<file path="src/rtl/excl_pkg.sv">
// Shared types for the exclusive access reservation unit.
// Assumes a two-bit size code in the lowest instruction bits.
package excl_pkg;

    // Decoded qualifiers of one memory instruction
    typedef struct packed {
        logic       rev;
        logic       excl;
        logic [1:0] size;
    } qual_t;

endpackage

</file>
<file path="src/rtl/excl_decode.sv">
// Qualifier decode and address conditioning.
// Pulls the size, reverse and exclusive qualifiers out of the instruction word.
// Masks exclusive addresses to the word boundary and flags unaligned ordinary
// accesses. Purely combinational; assumes the address is already computed.
module excl_decode
    import excl_pkg::*;
#(
    parameter int AW       = 32,
    parameter int IW       = 32,
    parameter int REV_BIT  = 9,
    parameter int EXCL_BIT = 10,
    parameter int AB       = 2
) (
    input  logic [IW-1:0] instr,
    input  logic          reg_form,
    input  logic [AW-1:0] addr,
    output qual_t         q,
    output logic [AW-1:0] addr_eff,
    output logic          misalign
);
    logic [AB:0] low_mask;

    // Qualifier extraction: immediate forms carry no qualifiers
    always_comb begin
        q.size = instr[1:0];
        q.rev  = reg_form & instr[REV_BIT];
        q.excl = reg_form & instr[EXCL_BIT];
    end

    // Address masking for exclusive accesses and fault detection for others
    always_comb begin
        low_mask = (AB+1)'((1 << q.size) - 1);
        addr_eff = addr;
        misalign = 1'b0;
        if (q.excl) begin
            addr_eff[AB-1:0] = '0;
        end else begin
            misalign = |(addr[AB:0] & low_mask);
        end
    end
endmodule

</file>
<file path="src/rtl/resv_flag.sv">
// Single reservation bit.
// Set by an exclusive load, cleared by any exclusive store and by trap entry.
// Ordinary accesses leave it untouched. Assumes fire excludes trap cycles.
module resv_flag (
    input  logic clk,
    input  logic rst_n,
    input  logic fire,
    input  logic is_load,
    input  logic is_store,
    input  logic excl,
    input  logic trap_enter,
    output logic resv
);
    // Reservation state update at execution time
    always_ff @(posedge clk) begin
        if (!rst_n)                        resv <= 1'b0;
        else if (trap_enter)               resv <= 1'b0;
        else if (fire && excl && is_load)  resv <= 1'b1;
        else if (fire && excl && is_store) resv <= 1'b0;
    end

    // a trap always leaves the reservation clear
    a_r7_trap_clears: assert property (@(posedge clk) disable iff (!rst_n)
        trap_enter |=> !resv);
    // an exclusive load leaves the reservation set
    a_r4_load_sets: assert property (@(posedge clk) disable iff (!rst_n)
        (fire && excl && is_load) |=> resv);
    // an exclusive store leaves the reservation clear
    a_r9_store_clears: assert property (@(posedge clk) disable iff (!rst_n)
        (fire && excl && is_store) |=> !resv);
    // ordinary accesses keep the reservation
    a_r8_ordinary_keeps: assert property (@(posedge clk) disable iff (!rst_n)
        (fire && !excl && !trap_enter) |=> $stable(resv));
endmodule

</file>
<file path="src/rtl/excl_commit.sv">
// Memory request and carry update stage.
// Registers the memory request, the carry write pulse and the alignment fault
// for the instruction that fires this cycle. A conditional store without a
// reservation is suppressed.
module excl_commit
    import excl_pkg::*;
#(
    parameter int AW = 32,
    parameter int DW = 32,
    parameter int AB = 2
) (
    input  logic          clk,
    input  logic          rst_n,
    input  logic          fire,
    input  logic          is_store,
    input  qual_t         q,
    input  logic [AW-1:0] addr_eff,
    input  logic          misalign,
    input  logic [DW-1:0] wdata,
    input  logic          resv,
    output logic          mem_req,
    output logic          mem_we,
    output logic [AW-1:0] mem_addr,
    output logic [1:0]    mem_size,
    output logic          mem_rev,
    output logic [DW-1:0] mem_wdata,
    output logic          carry_we,
    output logic          carry_val,
    output logic          align_fault
);
    logic blocked;

    // A conditional store is blocked when no reservation is held
    always_comb blocked = q.excl & is_store & ~resv;

    // Output register stage
    always_ff @(posedge clk) begin
        if (!rst_n) begin
            mem_req     <= 1'b0;
            mem_we      <= 1'b0;
            mem_addr    <= '0;
            mem_size    <= '0;
            mem_rev     <= 1'b0;
            mem_wdata   <= '0;
            carry_we    <= 1'b0;
            carry_val   <= 1'b0;
            align_fault <= 1'b0;
        end else begin
            mem_req     <= fire & ~misalign & ~blocked;
            mem_we      <= fire & is_store;
            mem_addr    <= fire ? addr_eff : '0;
            mem_size    <= fire ? q.size : '0;
            mem_rev     <= fire & q.rev;
            mem_wdata   <= (fire & is_store) ? wdata : '0;
            carry_we    <= fire & q.excl;
            carry_val   <= fire & q.excl & blocked;
            align_fault <= fire & misalign;
        end
    end

    // a failed conditional store never reaches memory
    a_r5_fail_no_req: assert property (@(posedge clk) disable iff (!rst_n)
        (carry_we && carry_val) |-> !mem_req);
    // a successful exclusive access always carries a request
    a_r6_pass_has_req: assert property (@(posedge clk) disable iff (!rst_n)
        (carry_we && !carry_val) |-> mem_req);
    // exclusive accesses are word aligned and never fault
    a_r3_excl_aligned: assert property (@(posedge clk) disable iff (!rst_n)
        carry_we |-> (mem_addr[AB-1:0] == '0 && !align_fault));
    // a fault never comes with a request
    a_r3_fault_no_req: assert property (@(posedge clk) disable iff (!rst_n)
        align_fault |-> !mem_req);
    // the carry write is a single-cycle pulse per exclusive access
    a_r11_carry_pulse: assert property (@(posedge clk) disable iff (!rst_n)
        (carry_we && !fire) |=> !carry_we);
endmodule

</file>
<file path="src/rtl/excl_resv_unit.sv">
// Exclusive access reservation unit (top).
// Wires decode, reservation and commit stages. An instruction fires when issue
// is high with a load or store and no trap is entered in the same cycle.
module excl_resv_unit
    import excl_pkg::*;
#(
    parameter int AW       = 32,
    parameter int DW       = 32,
    parameter int IW       = 32,
    parameter int REV_BIT  = 9,
    parameter int EXCL_BIT = 10,
    parameter int AB       = $clog2(DW / 8)
) (
    input  logic          clk,
    input  logic          rst_n,
    input  logic          issue,
    input  logic          is_load,
    input  logic          is_store,
    input  logic          reg_form,
    input  logic [IW-1:0] instr,
    input  logic [AW-1:0] addr,
    input  logic [DW-1:0] wdata,
    input  logic          trap_enter,
    output logic          mem_req,
    output logic          mem_we,
    output logic [AW-1:0] mem_addr,
    output logic [1:0]    mem_size,
    output logic          mem_rev,
    output logic [DW-1:0] mem_wdata,
    output logic          carry_we,
    output logic          carry_val,
    output logic          align_fault
);
    qual_t         q;
    logic [AW-1:0] addr_eff;
    logic          misalign;
    logic          fire;
    logic          resv;

    // Instruction acceptance: a trap in the same cycle drops it
    always_comb fire = issue & (is_load | is_store) & ~trap_enter;

    excl_decode #(
        .AW(AW), .IW(IW), .REV_BIT(REV_BIT), .EXCL_BIT(EXCL_BIT), .AB(AB)
    ) u_decode (
        .instr(instr), .reg_form(reg_form), .addr(addr),
        .q(q), .addr_eff(addr_eff), .misalign(misalign)
    );

    resv_flag u_resv (
        .clk(clk), .rst_n(rst_n), .fire(fire), .is_load(is_load),
        .is_store(is_store), .excl(q.excl), .trap_enter(trap_enter),
        .resv(resv)
    );

    excl_commit #(.AW(AW), .DW(DW), .AB(AB)) u_commit (
        .clk(clk), .rst_n(rst_n), .fire(fire), .is_store(is_store), .q(q),
        .addr_eff(addr_eff), .misalign(misalign), .wdata(wdata), .resv(resv),
        .mem_req(mem_req), .mem_we(mem_we), .mem_addr(mem_addr),
        .mem_size(mem_size), .mem_rev(mem_rev), .mem_wdata(mem_wdata),
        .carry_we(carry_we), .carry_val(carry_val), .align_fault(align_fault)
    );

    // a trap cycle produces no request and no carry write
    a_r7_trap_drops: assert property (@(posedge clk) disable iff (!rst_n)
        trap_enter |=> (!mem_req && !carry_we && !align_fault));
endmodule

</file>
<file path="config.mk">
export PLATFORM = sky130hd
export DESIGN_NAME = excl_resv_unit
export DESIGN_NICKNAME = d
export VERILOG_FILES = /design/src/rtl/excl_pkg.sv /design/src/rtl/excl_decode.sv /design/src/rtl/resv_flag.sv /design/src/rtl/excl_commit.sv /design/src/rtl/excl_resv_unit.sv
export SDC_FILE = /design/constraint.sdc
export NUM_CORES = 1
export LEC_CHECK = 0
export ABC_AREA = 1
export BUFFER_PORTS_ARGS = -buffer_cell sky130_fd_sc_hd__buf_2
export CORE_UTILIZATION = 36
export DETAILED_ROUTE_END_ITERATION = 8
export GPL_TIMING_DRIVEN = 0
export MAX_ROUTING_LAYER = met4
export PLACE_DENSITY = 0.75
export SYNTH_ARGS = -nofsm -noshare
export SYNTH_HDL_FRONTEND = slang
export SYNTH_HIERARCHICAL = 1
export SYNTH_SLANG_ARGS = --single-unit
</file>
<file path="constraint.sdc">
create_clock -name clk -period 0.9 [get_ports clk]
set_input_delay 0.045 -clock clk [delete_from_list [all_inputs] [get_ports clk]]
set_output_delay 0.045 -clock clk [all_outputs]
set_load 0.05 [all_outputs]
</file>
* Word level (Yosys, flattened, before mapping)
Index checks and enable logic that the tools add are counted.
** Storage, ports and cells
- Register bits :: 73
- Input bits :: 103
- Output and inout bits :: 72
- Word-level logic and storage cells :: 46
** Cells by class
- Add/sub/neg operators :: 1
- Shift-type cells :: 1
- Multiplexer cells :: 3
- Bitwise operators :: 21
- Reduce and logical (&&, ||, !) cells :: 9
** Operator list (number)
- 1-bit bitwise AND :: 13
- 1-bit NOT :: 6
- 3-bit OR reduction :: 2
- 2-bit AND reduction :: 2
- 3-bit bitwise AND :: 1
- 1-bit logical AND :: 3
- 1-bit 2-to-1 mux :: 3
- 1-bit by 2-bit left shift with 3-bit output, first input constant :: 1
- 3-bit by 2-bit subtractor with 3-bit output, second input constant :: 1
- 2-bit nonzero test :: 1
- 2-bit OR reduction :: 1
- 1-bit OR :: 1

* Longest topological paths before layout
Gate-level depths: netlist of run 1.
- Depth in word-level cells :: 8
- Mapped depth :: 7

* Modules after synthesis
The synthesis of run 1 kept the hierarchy.
** By module, submodules not included
- excl_commit :: instances 1, cells each 226, area each 2074.5 um^2, sequential area each 1441.4 um^2
- excl_decode :: instances 1, cells each 49, area each 309.0 um^2, sequential area each 0.0 um^2
- resv_flag :: instances 1, cells each 7, area each 50.0 um^2, sequential area each 20.0 um^2
- excl_resv_unit :: instances 1, cells each 4, area each 15.0 um^2, sequential area each 0.0 um^2

* Least setup slack after synthesis of run 1
OpenSTA, ideal clock, no wires.
- Path kind :: input to register
- Start :: in trap_enter
- End :: reg u_commit.mem_wdata[22]
- Library setup time :: 64 ps
- Arrival :: 804 ps
- Data required time :: 836 ps
- Slack :: 32 ps
- Stages :: 6
- Path through :: inv_1 nand2_1 nor2_1 nand3_2 buf_6 nor2_1
** Between the ends
- Longest elaborated chain between the ends :: 4
** RTL lines
- start: declaration :: line excl_resv_unit.sv:23 : input logic trap_enter,
- 1-bit NOT :: line excl_resv_unit.sv:41 : always_comb fire = issue & (is_load | is_store) & ~trap_enter;
- 1-bit bitwise AND :: line excl_resv_unit.sv:41
- named net fire :: line excl_resv_unit.sv:37 : logic fire;
- 1-bit bitwise AND :: line excl_commit.sv:54 : mem_wdata <= (fire & is_store) ? wdata : '0;
- 2-bit AND reduction (no source line)
- end signal: assignment :: line excl_commit.sv:54
- end: declaration :: line excl_commit.sv:26 : output logic [DW-1:0] mem_wdata,
The timed path passes the listed nets, and every way through them passes these cells.
A chain may end at the register's enable or synchronous reset.

* Final worst setup path of run 1
- Start :: reg u_commit.mem_wdata[14]
- End :: out mem_wdata[14]
** RTL lines
- end: declaration :: line excl_resv_unit.sv:29 : output logic [DW-1:0] mem_wdata,
No word-level cell between the ends.

==> impl_metrics.json, run 1 <==
{
  "outcome": "complete, but fails checks",
  "failed_checks": "DRC",
  "hold_path_class": "in -> reg",
  "clock_path_buffers": 2,
  "setup_slack_ns": 0.00462,
  "groute.layer.met2.usage": 0.355,
  "timing.final.crit_share": 0.995,
  "post-layout-total-power_mw": 6.96,
  "placement_rows": 29,
  "setup_viol_count_final": 0,
  "post-route-cell-area_sq_mm": 0.00450,
  "xor_and_xnor_area_share_after_synthesis": 0,
  "ys.flop_type": "sky130_fd_sc_hd__dfxtp_1",
  "combinational_family_with_the_most_area_after_synthesis": "buffers and inverters",
  "dp.cells": 480,
  "postSynth.asyncResetShare": 0,
  "grt_start_max_net_pins": 14,
  "path_clk_slew_ns": 0.08,
  "tns_ns": 0,
  "die_h_microns": 84.5,
  "detailedPlacementHpwl_microns": 3510,
  "placement.setup.worst_slack_ns": -0.278,
  "fmaxAchievable_mhz": 1120,
  "layout.filler_cells": 499,
  "grt_antenna_before_repair": 0,
  "slew_headroom": 0.836,
  "grt_util_met1": 0.164,
  "synth_top_cells_by_count": "78 x sky130_fd_sc_hd__inv_1, 77 x sky130_fd_sc_hd__nor2_1, 73 x sky130_fd_sc_hd__dfxtp_1",
  "crit_type": "reg -> out",
  "timing.critical_path.to_type": "output pin",
  "io_buf_count": 117,
  "critical-path-max-stage-delay_ns": 0.35,
  "worst_vdd_rail_ir_drop_v": 0.00103,
  "antenna_cells": 0,
  "dr.pass1.iters": 6,
  "layout-area-overhead-vs-synth_pct": 83.7,
  "vias_per_cell": 3.96,
  "synthSimpleGateAreaFrac": 0.153,
  "leakage_nw": 2.42,
  "wire_length_of_the_first_global_routing_pass_microns": 9600,
  "ys_top_cells_by_area": "sky130_fd_sc_hd__dfxtp_1 60%, sky130_fd_sc_hd__inv_1 12%, sky130_fd_sc_hd__nor2_1 12%",
  "timing.max_cap.violations": 0,
  "layoutNonFillerInstCount": 560,
  "detail_route.drc_violations": 11,
  "detail_route.iter0.violations": 67,
  "crit_buf_inv": 1,
  "avgRoutedWirePerCell_microns": 11.8,
  "cts.root.buffer_cell": "sky130_fd_sc_hd__clkbuf_8",
  "post_synth_fa_ha_maj_area_fraction": 0,
  "final_core_util": 0.696,
  "drive_gt1_frac": 0.464,
  "postCtsSetupRepairBufs": 0,
  "synth_cells": 286,
  "worst_clock_skew_ns": 0.000851,
  "grt_setup_unrepaired": "yes",
  "final_gp_congestion": 0.664,
  "timing.final.crit_period_ns": 0.895,
  "clk_latency_ns": 0.33,
  "synth.most_common_cell": "sky130_fd_sc_hd__inv_1",
  "coreArea_sq_mm": 0.00646,
  "worstPathArrival_ns": 0.85,
  "cts_buffers": 9,
  "synthDominantAreaCellType": "sky130_fd_sc_hd__dfxtp_1",
  "ys_seq_elements": 73,
  "max_slew.worst_pin.slew_ns": 0.245,
  "final_antenna_net_count": 0,
  "routed_wl_microns": 6580,
  "busiest_layer": "met2",
  "num-nets-final": 581,
  "initial_core_util": 0.379,
  "overflow": 0,
  "crit_chain": "buf_6",
  "grt.total_usage": 0.184,
  "dieArea_sq_mm": 0.00714,
  "cts_tree": "built",
  "h-tree-depth": 3,
  "timing.final.hold_violations": 0,
  "crit_family": "flip-flops",
  "timing.critical_path.from_type": "flip-flop",
  "synth.yosys.warnings": 6,
  "top_level_ports": 175,
  "postSynthNetCount": 389,
  "grt.met3_usage": 0.0511,
  "detailed_place.area_sq_mm": 0.00313,
  "critPathMaxFanout": 1,
  "power.density_mw_per_mm2": 1550,
  "synth_seq_area_share": 0.597,
  "synthDistinctLibCells": 12,
  "compound_gate_fraction_of_synth_area": 0.00358,
  "worst-endpoint-required_ns": 0.85,
  "dieWidth_microns": 84.5,
  "vias": 2219,
  "worst_path_max_delay_cell": "sky130_fd_sc_hd__dfxtp_1",
  "clock_sink_count": 73,
  "maxSlewViolCount": 0,
  "synth_area_sq_mm": 0.00245,
  "first_global_vias": 2162,
  "fin_worst_hold_slack_ns": 0.0151,
  "muxShareOfSynthArea": 0,
  "postSynthAreaPerCell_sq_um": 8.56,
  "synth_enable_flop_cells": 0,
  "netlist.area_leader.share": 0.597
}
==> layout by cell type (no fill, tap or decap) <==
| master | Yosys | layout |
|---|---|---|
| sky130_fd_sc_hd__a21oi_2 | 1 | 1 |
| sky130_fd_sc_hd__buf_2 | 0 | 45 |
| sky130_fd_sc_hd__buf_4 | 32 | 36 |
| sky130_fd_sc_hd__buf_6 | 6 | 69 |
| sky130_fd_sc_hd__buf_8 | 0 | 5 |
| sky130_fd_sc_hd__bufinv_16 | 0 | 1 |
| sky130_fd_sc_hd__clkbuf_8 | 0 | 11 |
| sky130_fd_sc_hd__clkinv_2 | 0 | 1 |
| sky130_fd_sc_hd__clkinv_4 | 0 | 1 |
| sky130_fd_sc_hd__dfxtp_1 | 73 | 27 |
| sky130_fd_sc_hd__dfxtp_2 | 0 | 46 |
| sky130_fd_sc_hd__dlygate4sd3_1 | 0 | 64 |
| sky130_fd_sc_hd__inv_1 | 78 | 78 |
| sky130_fd_sc_hd__inv_2 | 1 | 1 |
| sky130_fd_sc_hd__inv_6 | 0 | 2 |
| sky130_fd_sc_hd__nand2_1 | 11 | 11 |
| sky130_fd_sc_hd__nand2_2 | 2 | 2 |
| sky130_fd_sc_hd__nand3_1 | 3 | 3 |
| sky130_fd_sc_hd__nand3_2 | 1 | 1 |
| sky130_fd_sc_hd__nor2_1 | 77 | 76 |
| sky130_fd_sc_hd__nor2_2 | 1 | 2 |
==> routing by layer <==
layer / part of all wire / routed length (microns)
met1: 0.35 / 2320
met2: 0.56 / 3670
met3: 0.068 / 448
met4: 0.023 / 149
met5: 0 / 0
==> flip-flops by register name (all words and copies together), names as in the netlist <==
signal and cells:
u_commit/mem_wdata 32, u_commit/mem_req 1, u_commit/carry_val 1, u_commit/mem_size 2, u_resv/resv 1, u_commit/mem_addr 32
u_commit/carry_we 1, u_commit/mem_we 1, u_commit/mem_rev 1, u_commit/align_fault 1
==> power breakdown <==
| group | internal (mW) | switching (mW) | leakage (nW) |
|---|---|---|---|
| sequential | 3.29 | 0.0291 | 0.613 |
| clock | 1.45 | 1.21 | 0.110 |
| combinational | 0.513 | 0.457 | 1.70 |
| total | 5.26 | 1.70 | 2.42 |
==> worst paths after layout <==
kind / slack [ns] / start / to / cells past startpoint
max: 0.005 / u_commit/mem_wdata[14]$_SDFF_PN0_ / mem_wdata[14] / 1
min: 0.02 / addr[1] / u_commit/mem_addr[1]$_SDFF_PN0_ / 5
max reg2reg: 0.31 / u_resv/resv$_SDFFE_PP0P_ / u_commit/carry_val$_SDFF_PN0_ / 3
min reg2reg: 0.49 / u_resv/resv$_SDFFE_PP0P_ / u_resv/resv$_SDFFE_PP0P_ / 2
==> final cells by class <==
cell class	instances	area, sq um	share of cell area
Buffer	38	308	0.0684
Clock buffer	11	151	0.0337
Clock inverter	5	61.3	0.0136
Inverter	79	297	0.0659
Multi-Input combinational cell	96	385	0.0857
Sequential cell	73	1520	0.338
Tap cell	77	96.3	0.0214
Timing Repair Buffer	181	1680	0.374
==> kinds of logic after synthesis <==
logic type / after synthesis
buffers and inverters: 117
DFF: 73
and+or+nand+nor: 95
AOI/OAI and AO/OA: 1
==> what timing repair did <==
action / in CTS / in global routing
hold buffers: 64 / 0
gates resized for setup: 117 / 75
setup endpoints to repair: 72 / 62
gates cloned: 0 / 0
endpoints found under the hold margin: 63 / 0
Note: power is estimated with default switching activity, not from simulation.
==> run 2: changes to the inputs <==
--- a/config.mk
+++ b/config.mk
@@ -5,13 +5,13 @@
 export SDC_FILE = /design/constraint.sdc
 export NUM_CORES = 1
 export LEC_CHECK = 0
-export ABC_AREA = 1
 export BUFFER_PORTS_ARGS = -buffer_cell sky130_fd_sc_hd__buf_2
 export CORE_UTILIZATION = 36
 export DETAILED_ROUTE_END_ITERATION = 8
 export GPL_TIMING_DRIVEN = 0
+export HOLD_SLACK_MARGIN = 0.06
 export MAX_ROUTING_LAYER = met4
-export PLACE_DENSITY = 0.75
+export PLACE_DENSITY = 0.76
 export SYNTH_ARGS = -nofsm -noshare
 export SYNTH_HDL_FRONTEND = slang
 export SYNTH_HIERARCHICAL = 1
==> run 2 against run 1 <==
Against the previous run:
- the flow now finishes without violations
- highest routed layer unchanged
- flip-flop and latch count stayed put
- routed wire length is 7.9% higher
- non-clock buffer count is 9 higher
- critical endpoint is now mem_wdata[12]
- synthesized cell count is 28% lower
- clock-buffer cell count is 2 lower
- critical path type unchanged
- clock skew is 0.0021 ns higher
- final cell count is 14% lower
- worst hold slack better by 0.063 ns
- largest cell class unchanged
- first-iteration DRC count is 61% lower
- clock power is 6% higher
==> impl_metrics.json, run 2 <==
{
  "timing.max_cap.violations": 0,
  "antenna_cells": 0,
  "maxSlewViolCount": 0,
  "leakage_nw": 2.24,
  "vias_per_cell": 4.48,
  "worst_clock_skew_ns": 0.00295,
  "cts.root.buffer_cell": "sky130_fd_sc_hd__clkbuf_8",
  "cts_buffers": 9,
  "dr.pass1.iters": 4,
  "final_antenna_net_count": 0,
  "min_path_cells": 3,
  "worstPathArrival_ns": 0.84,
  "clock_path_buffers": 2,
  "crit_chain": "buf_8",
  "synth_enable_flop_cells": 0,
  "grt.total_usage": 0.202,
  "min_from": "instr[1]",
  "routed_wl_microns": 7100,
  "die_h_microns": 82.8,
  "slew_headroom": 0.788,
  "crit_type": "reg -> out",
  "most_common_library_cell_in_the_layout_ignoring_fill_and_taps": "sky130_fd_sc_hd__dfxtp_2",
  "synth_top_cells_by_count": "73 x sky130_fd_sc_hd__dfxtp_1, 37 x sky130_fd_sc_hd__and3_1, 33 x sky130_fd_sc_hd__and2_1, 33 x sky130_fd_sc_hd__buf_4",
  "detailed_place.area_sq_mm": 0.00303,
  "postSynthNetCount": 308,
  "detail_route.drc_violations": 0,
  "h-tree-depth": 3,
  "critical-path-max-stage-delay_ns": 0.35,
  "synth_cells": 205,
  "wire_length_of_the_first_global_routing_pass_microns": 10400,
  "regToRegEndpoint": "u_commit/mem_req$_SDFF_PN0_",
  "hold_path_class": "in -> reg",
  "initial_core_util": 0.373,
  "hold_path_endpoint": "u_commit/mem_size[1]$_SDFF_PN0_",
  "cts_tree": "built",
  "synthDistinctLibCells": 25,
  "detailedPlacementHpwl_microns": 3690,
  "crit_family": "flip-flops",
  "ys.flop_type": "sky130_fd_sc_hd__dfxtp_1",
  "post-route-cell-area_sq_mm": 0.00459,
  "final_gp_congestion": 0.712,
  "r2r-start": "u_resv/resv$_SDFFE_PP0P_",
  "synth.yosys.warnings": 6,
  "num-nets-final": 504,
  "postSynth.asyncResetShare": 0,
  "dieWidth_microns": 82.8,
  "setup_viol_count_final": 0,
  "synth_area_sq_mm": 0.00235,
  "first_global_vias": 2258,
  "synth_seq_area_share": 0.621,
  "path_clk_slew_ns": 0.09,
  "worst_r2r_setup_slack_ns": 0.14,
  "clk_latency_ns": 0.34,
  "worst_path_max_delay_cell": "sky130_fd_sc_hd__dfxtp_2",
  "layout-area-overhead-vs-synth_pct": 95.1,
  "registers_with_the_highest_flip_flop_counts": "u_commit/mem_addr: 32 flops, u_commit/mem_wdata: 32 flops, u_commit/mem_size: 2 flops",
  "grt_setup_unrepaired": "yes",
  "top_level_ports": 175,
  "io_buf_count": 117,
  "most-common-layout-cells": "71 x sky130_fd_sc_hd__dfxtp_2, 68 x sky130_fd_sc_hd__dlygate4sd3_1, 47 x sky130_fd_sc_hd__buf_2",
  "timing.critical_path.from_type": "flip-flop",
  "worst-endpoint-required_ns": 0.85,
  "synth.most_common_cell": "sky130_fd_sc_hd__dfxtp_1",
  "vias": 2165,
  "synthDominantAreaCellType": "sky130_fd_sc_hd__dfxtp_1",
  "crit_buf_inv": 1,
  "netlist.area_leader.share": 0.621,
  "post-layout-total-power_mw": 7.12,
  "detail_route.iter0.violations": 26,
  "overflow": 0,
  "dieArea_sq_mm": 0.00686,
  "coreArea_sq_mm": 0.00631,
  "outcome": "complete, no violations",
  "timing.final.crit_share": 0.988,
  "ys_top_cells_by_area": "sky130_fd_sc_hd__dfxtp_1 62%, sky130_fd_sc_hd__buf_4 11%, sky130_fd_sc_hd__and3_1 9.8%",
  "critPathMaxFanout": 1,
  "ys_seq_elements": 73,
  "drive_gt1_frac": 0.616,
  "clock_sink_count": 73,
  "timing.critical_path.to_type": "output pin",
  "postSynthAreaPerCell_sq_um": 11.5,
  "worst_vdd_rail_ir_drop_v": 0.00116,
  "max_slew.worst_pin.slew_ns": 0.317,
  "rr_worst_depth": 2,
  "avgRoutedWirePerCell_microns": 14.7,
  "fmaxAchievable_mhz": 1120,
  "grt_start_max_net_pins": 14,
  "grt_antenna_before_repair": 0,
  "timing.final.hold_violations": 0,
  "placement_rows": 29,
  "timing.final.crit_period_ns": 0.889,
  "power.density_mw_per_mm2": 1550
}
[run 2: power by group]
part	total, mW	leakage [nW]	internal, mW	switching [mW]
Combinational	0.978	1.50	0.550	0.429
Clock	2.81	0.109	1.56	1.25
Sequential	3.33	0.626	3.30	0.0361
Total	7.12	2.24	5.41	1.72
[run 2: worst max-delay path by stage]
| stage | to | start | slack, ns | depth (start not counted) |
|---|---|---|---|---|
| after floorplan | u_commit/mem_addr[0]$_SDFF_PN0_ | is_store | 0.05 | 5 |
| after global placement | u_commit/mem_addr[11]$_SDFF_PN0_ | is_store | -0.28 | 6 |
| after detailed placement | u_commit/mem_addr[2]$_SDFF_PN0_ | is_store | -0.33 | 6 |
| after CTS | mem_addr[17] | u_commit/mem_addr[17]$_SDFF_PN0_ | 0.0003 | 1 |
| after global routing | mem_wdata[12] | u_commit/mem_wdata[12]$_SDFF_PN0_ | -0.03 | 1 |
| final | mem_wdata[12] | u_commit/mem_wdata[12]$_SDFF_PN0_ | 0.01 | 1 |
[run 2: kinds of logic (layout without fill, tap and decap cells)]
kind of cell | after synthesis | in the layout | synth area share
flip-flops | 73 | 73 | 0.621
buffers and inverters | 44 | 245 | 0.135
AO/OA/AOI/OAI | 6 | 6 | 0.0218
AND/OR/NAND/NOR | 82 | 82 | 0.222
[run 2: area by class of cell]
class | instances | area (sq um)
Clock buffer | 9 | 124
Multi-Input combinational cell | 88 | 573
Fill cell | 428 | 1730
Sequential cell | 73 | 1550
Timing Repair Buffer | 185 | 1830
Inverter | 1 | 3.75
Tap cell | 77 | 96.3
Clock inverter | 7 | 95.1
Buffer | 43 | 317
[run 2: what timing repair did]
action,CTS,global route
buffers inserted,0,0
endpoints found under the setup margin,72,91
hold buffers,68,0
hold endpoints to repair,68,0
gates resized for setup,138,109
gates cloned,0,0
[run 2: metrics by stage]
stage	util	hold WS (ns)	instances	TNS, ns	worst slack (ns)
5_1_grt	0.727	0.0838	483	-0.522	-0.0307
3_3_place_gp	0.481	0.246	399	-14.28	-0.282
3_5_place_dp	0.481	0.247	399	-17.25	-0.331
2_1_floorplan	-	0.158	205	0	0.0541
4_1_cts	0.687	0.0615	483	0	0.000259
6_report	0.727	0.0784	483	0	0.0111
[run 2: metal layers]
| layer | vias to the layer above | track usage | share of wire |
|---|---|---|---|
| li1 | 1027 | - | - |
| met1 | 1015 | 0.188 | 0.36 |
| met2 | 100 | 0.377 | 0.55 |
| met3 | 23 | 0.0626 | 0.055 |
| met4 | 0 | 0.0909 | 0.037 |
| met5 | - | - | 0 |
==> run 3: changes to the inputs <==
--- a/config.mk
+++ b/config.mk
@@ -12,6 +12,7 @@
 export HOLD_SLACK_MARGIN = 0.06
 export MAX_ROUTING_LAYER = met4
 export PLACE_DENSITY = 0.76
+export RECOVER_POWER = 50
 export SYNTH_ARGS = -nofsm -noshare
 export SYNTH_HDL_FRONTEND = slang
 export SYNTH_HIERARCHICAL = 1
==> run 3 against run 2 <==
Against the previous run:
- maximum frequency is 1.1% lower
- global-route usage stayed put
- setup slack worse by 0.0098 ns
- sequential power about the same
- routed wire length hardly changed
- via count shrank 0.14%
- combinational power about the same
- critical path type is now in -> reg
- largest cell class unchanged
==> impl_metrics.json, run 3 (same netlist as run 2, synthesis figures left out) <==
{
  "grt_start_max_net_pins": 14,
  "die_h_microns": 82.8,
  "clock_power_share": 0.395,
  "worstSetupEndpoint": "u_commit/mem_wdata[18]$_SDFF_PN0_",
  "fmaxAchievable_mhz": 1110,
  "first_global_vias": 2258,
  "maxSlewViolCount": 0,
  "leakage_nw": 2.23,
  "layoutNonFillerInstCount": 483,
  "grt_antenna_before_repair": 0,
  "worst_clock_skew_ns": 0.00295,
  "detailedPlacementHpwl_microns": 3690,
  "detail_route.drc_violations": 0,
  "timing.final.crit_share": 0.999,
  "outcome": "complete, no violations",
  "setup_viol_count_final": 0,
  "coreArea_sq_mm": 0.00631,
  "layout-area-overhead-vs-synth_pct": 94.7,
  "power_switching_share": 0.241,
  "initial_core_util": 0.373,
  "final_gp_congestion": 0.712,
  "crit_type": "in -> reg",
  "max_slew.worst_pin.slew_ns": 0.317,
  "clock_path_buffers": 2,
  "registers_with_the_highest_flip_flop_counts": "u_commit/mem_addr: 32 flops, u_commit/mem_wdata: 32 flops, u_commit/mem_size: 2 flops",
  "io_buf_count": 117,
  "placement_rows": 29,
  "antenna_cells": 0,
  "cts_tree": "built",
  "worstPathArrival_ns": 1.16,
  "path_clk_slew_ns": 0.08,
  "tns_ns": 0,
  "clk_latency_ns": 0.34,
  "startpoint": "is_store",
  "r2r-start": "u_resv/resv$_SDFFE_PP0P_",
  "setup_slack_ns": 0.00127,
  "power_report.internal_total_mw": 5.41,
  "num-nets-final": 504,
  "most-common-layout-cells": "71 x sky130_fd_sc_hd__dfxtp_2, 68 x sky130_fd_sc_hd__dlygate4sd3_1, 47 x sky130_fd_sc_hd__buf_2",
  "final_antenna_net_count": 0,
  "timing.max_cap.violations": 0,
  "cts_buffers": 9,
  "dp.cells": 399,
  "routed_wl_microns": 7110,
  "overflow": 0,
  "power.density_mw_per_mm2": 1550,
  "h-tree-depth": 3,
  "timing.critical_path.from_type": "primary input",
  "vias_per_cell": 4.48,
  "final_core_util": 0.726,
  "grt_setup_unrepaired": "yes",
  "dieWidth_microns": 82.8,
  "timing.final.hold_violations": 0,
  "avgRoutedWirePerCell_microns": 14.7,
  "detailed_place.area_sq_mm": 0.00303,
  "postCtsSetupRepairBufs": 0,
  "power.combinational.fraction": 0.137,
  "worst-endpoint-required_ns": 1.16,
  "placement.setup.worst_slack_ns": -0.331,
  "worst_vdd_rail_ir_drop_v": 0.00116,
  "worst_r2r_setup_slack_ns": 0.14,
  "cts.root.buffer_cell": "sky130_fd_sc_hd__clkbuf_8",
  "most_common_library_cell_in_the_layout_ignoring_fill_and_taps": "sky130_fd_sc_hd__dfxtp_2",
  "top_level_ports": 175,
  "post-route-cell-area_sq_mm": 0.00458,
  "wire_length_of_the_first_global_routing_pass_microns": 10400,
  "dieArea_sq_mm": 0.00686,
  "rr_worst_depth": 2,
  "timing.critical_path.to_type": "flip-flop",
  "hold_path_class": "in -> reg",
  "regToRegEndpoint": "u_commit/mem_req$_SDFF_PN0_",
  "power_switching_mw": 1.71,
  "timing.final.crit_period_ns": 0.899,
  "slew_headroom": 0.788,
  "sequentialPowerShare": 0.468,
  "critPathMaxFanout": 10,
  "detail_route.iter0.violations": 26,
  "drive_gt1_frac": 0.616,
  "clock_sink_count": 73,
  "vias": 2162,
  "grt.total_usage": 0.202,
  "dr.pass1.iters": 4
}
-- run 3: worst min path at each step --
stage / slack, ns / depth (start not counted) / end / start
4_1_cts: 0.06 / 3 / u_commit/mem_size[1]$_SDFF_PN0_ / instr[1]
3_5_place_dp: 0.25 / 2 / u_commit/mem_wdata[7]$_SDFF_PN0_ / wdata[7]
6_report: 0.08 / 3 / u_commit/mem_size[1]$_SDFF_PN0_ / instr[1]
3_3_place_gp: 0.25 / 2 / u_commit/mem_wdata[2]$_SDFF_PN0_ / wdata[2]
2_1_floorplan: 0.16 / 1 / u_commit/mem_req$_SDFF_PN0_ / is_store
5_1_grt: 0.08 / 4 / u_commit/mem_req$_SDFF_PN0_ / addr[0]
-- run 3: repair_timing --
item	4_1_cts	5_1_grt
gates cloned	0	0
endpoints found under the hold margin	68	0
gates resized for setup	138	109
endpoints found under the setup margin	72	91
hold buffers	68	0
-- run 3: area by class of cell --
class	instances	area, sq um
Buffer	43	309
Clock buffer	9	124
Clock inverter	7	95.1
Fill cell	430	1730
Inverter	1	3.75
Multi-Input combinational cell	88	573
Sequential cell	73	1550
Tap cell	77	96.3
Timing Repair Buffer	185	1830
-- run 3: stage by stage --
stage | power, mW | hold WS (ns)
final | 7.12 | 0.0783
after global routing | 7.44 | 0.0838
after CTS | 7.11 | 0.0615
after detailed placement | 4.01 | 0.247
after global placement | 3.99 | 0.246
after floorplan | 3.81 | 0.158
-- run 3: worst max-delay path: stages --
cell                       delay, ns
sky130_fd_sc_hd__buf_2          0.11
sky130_fd_sc_hd__nor2_1         0.05
sky130_fd_sc_hd__nor3b_2        0.29
sky130_fd_sc_hd__and3_4         0.30
sky130_fd_sc_hd__clkbuf_4       0.19
sky130_fd_sc_hd__and2_1         0.17
-- run 3: power by group through the flow --
| stage | clock (mW) | combinational, mW | sequential, mW |
|---|---|---|---|
| 6_report | 2.81 | 0.976 | 3.33 |
| 5_1_grt | 3.07 | 1.03 | 3.34 |
| 4_1_cts | 2.87 | 0.924 | 3.31 |
| 3_5_place_dp | 0 | 0.629 | 3.38 |
| 3_3_place_gp | 0 | 0.620 | 3.38 |
| 2_1_floorplan | 0 | 0.213 | 3.59 |
-- run 3: routing by layer --
| metal | track usage | vias up | part of all wire |
|---|---|---|---|
| li1 | - | 1026 | - |
| met1 | 0.188 | 1013 | 0.36 |
| met2 | 0.377 | 100 | 0.55 |
| met3 | 0.0626 | 23 | 0.055 |
| met4 | 0.0909 | 0 | 0.037 |
| met5 | - | - | 0 |
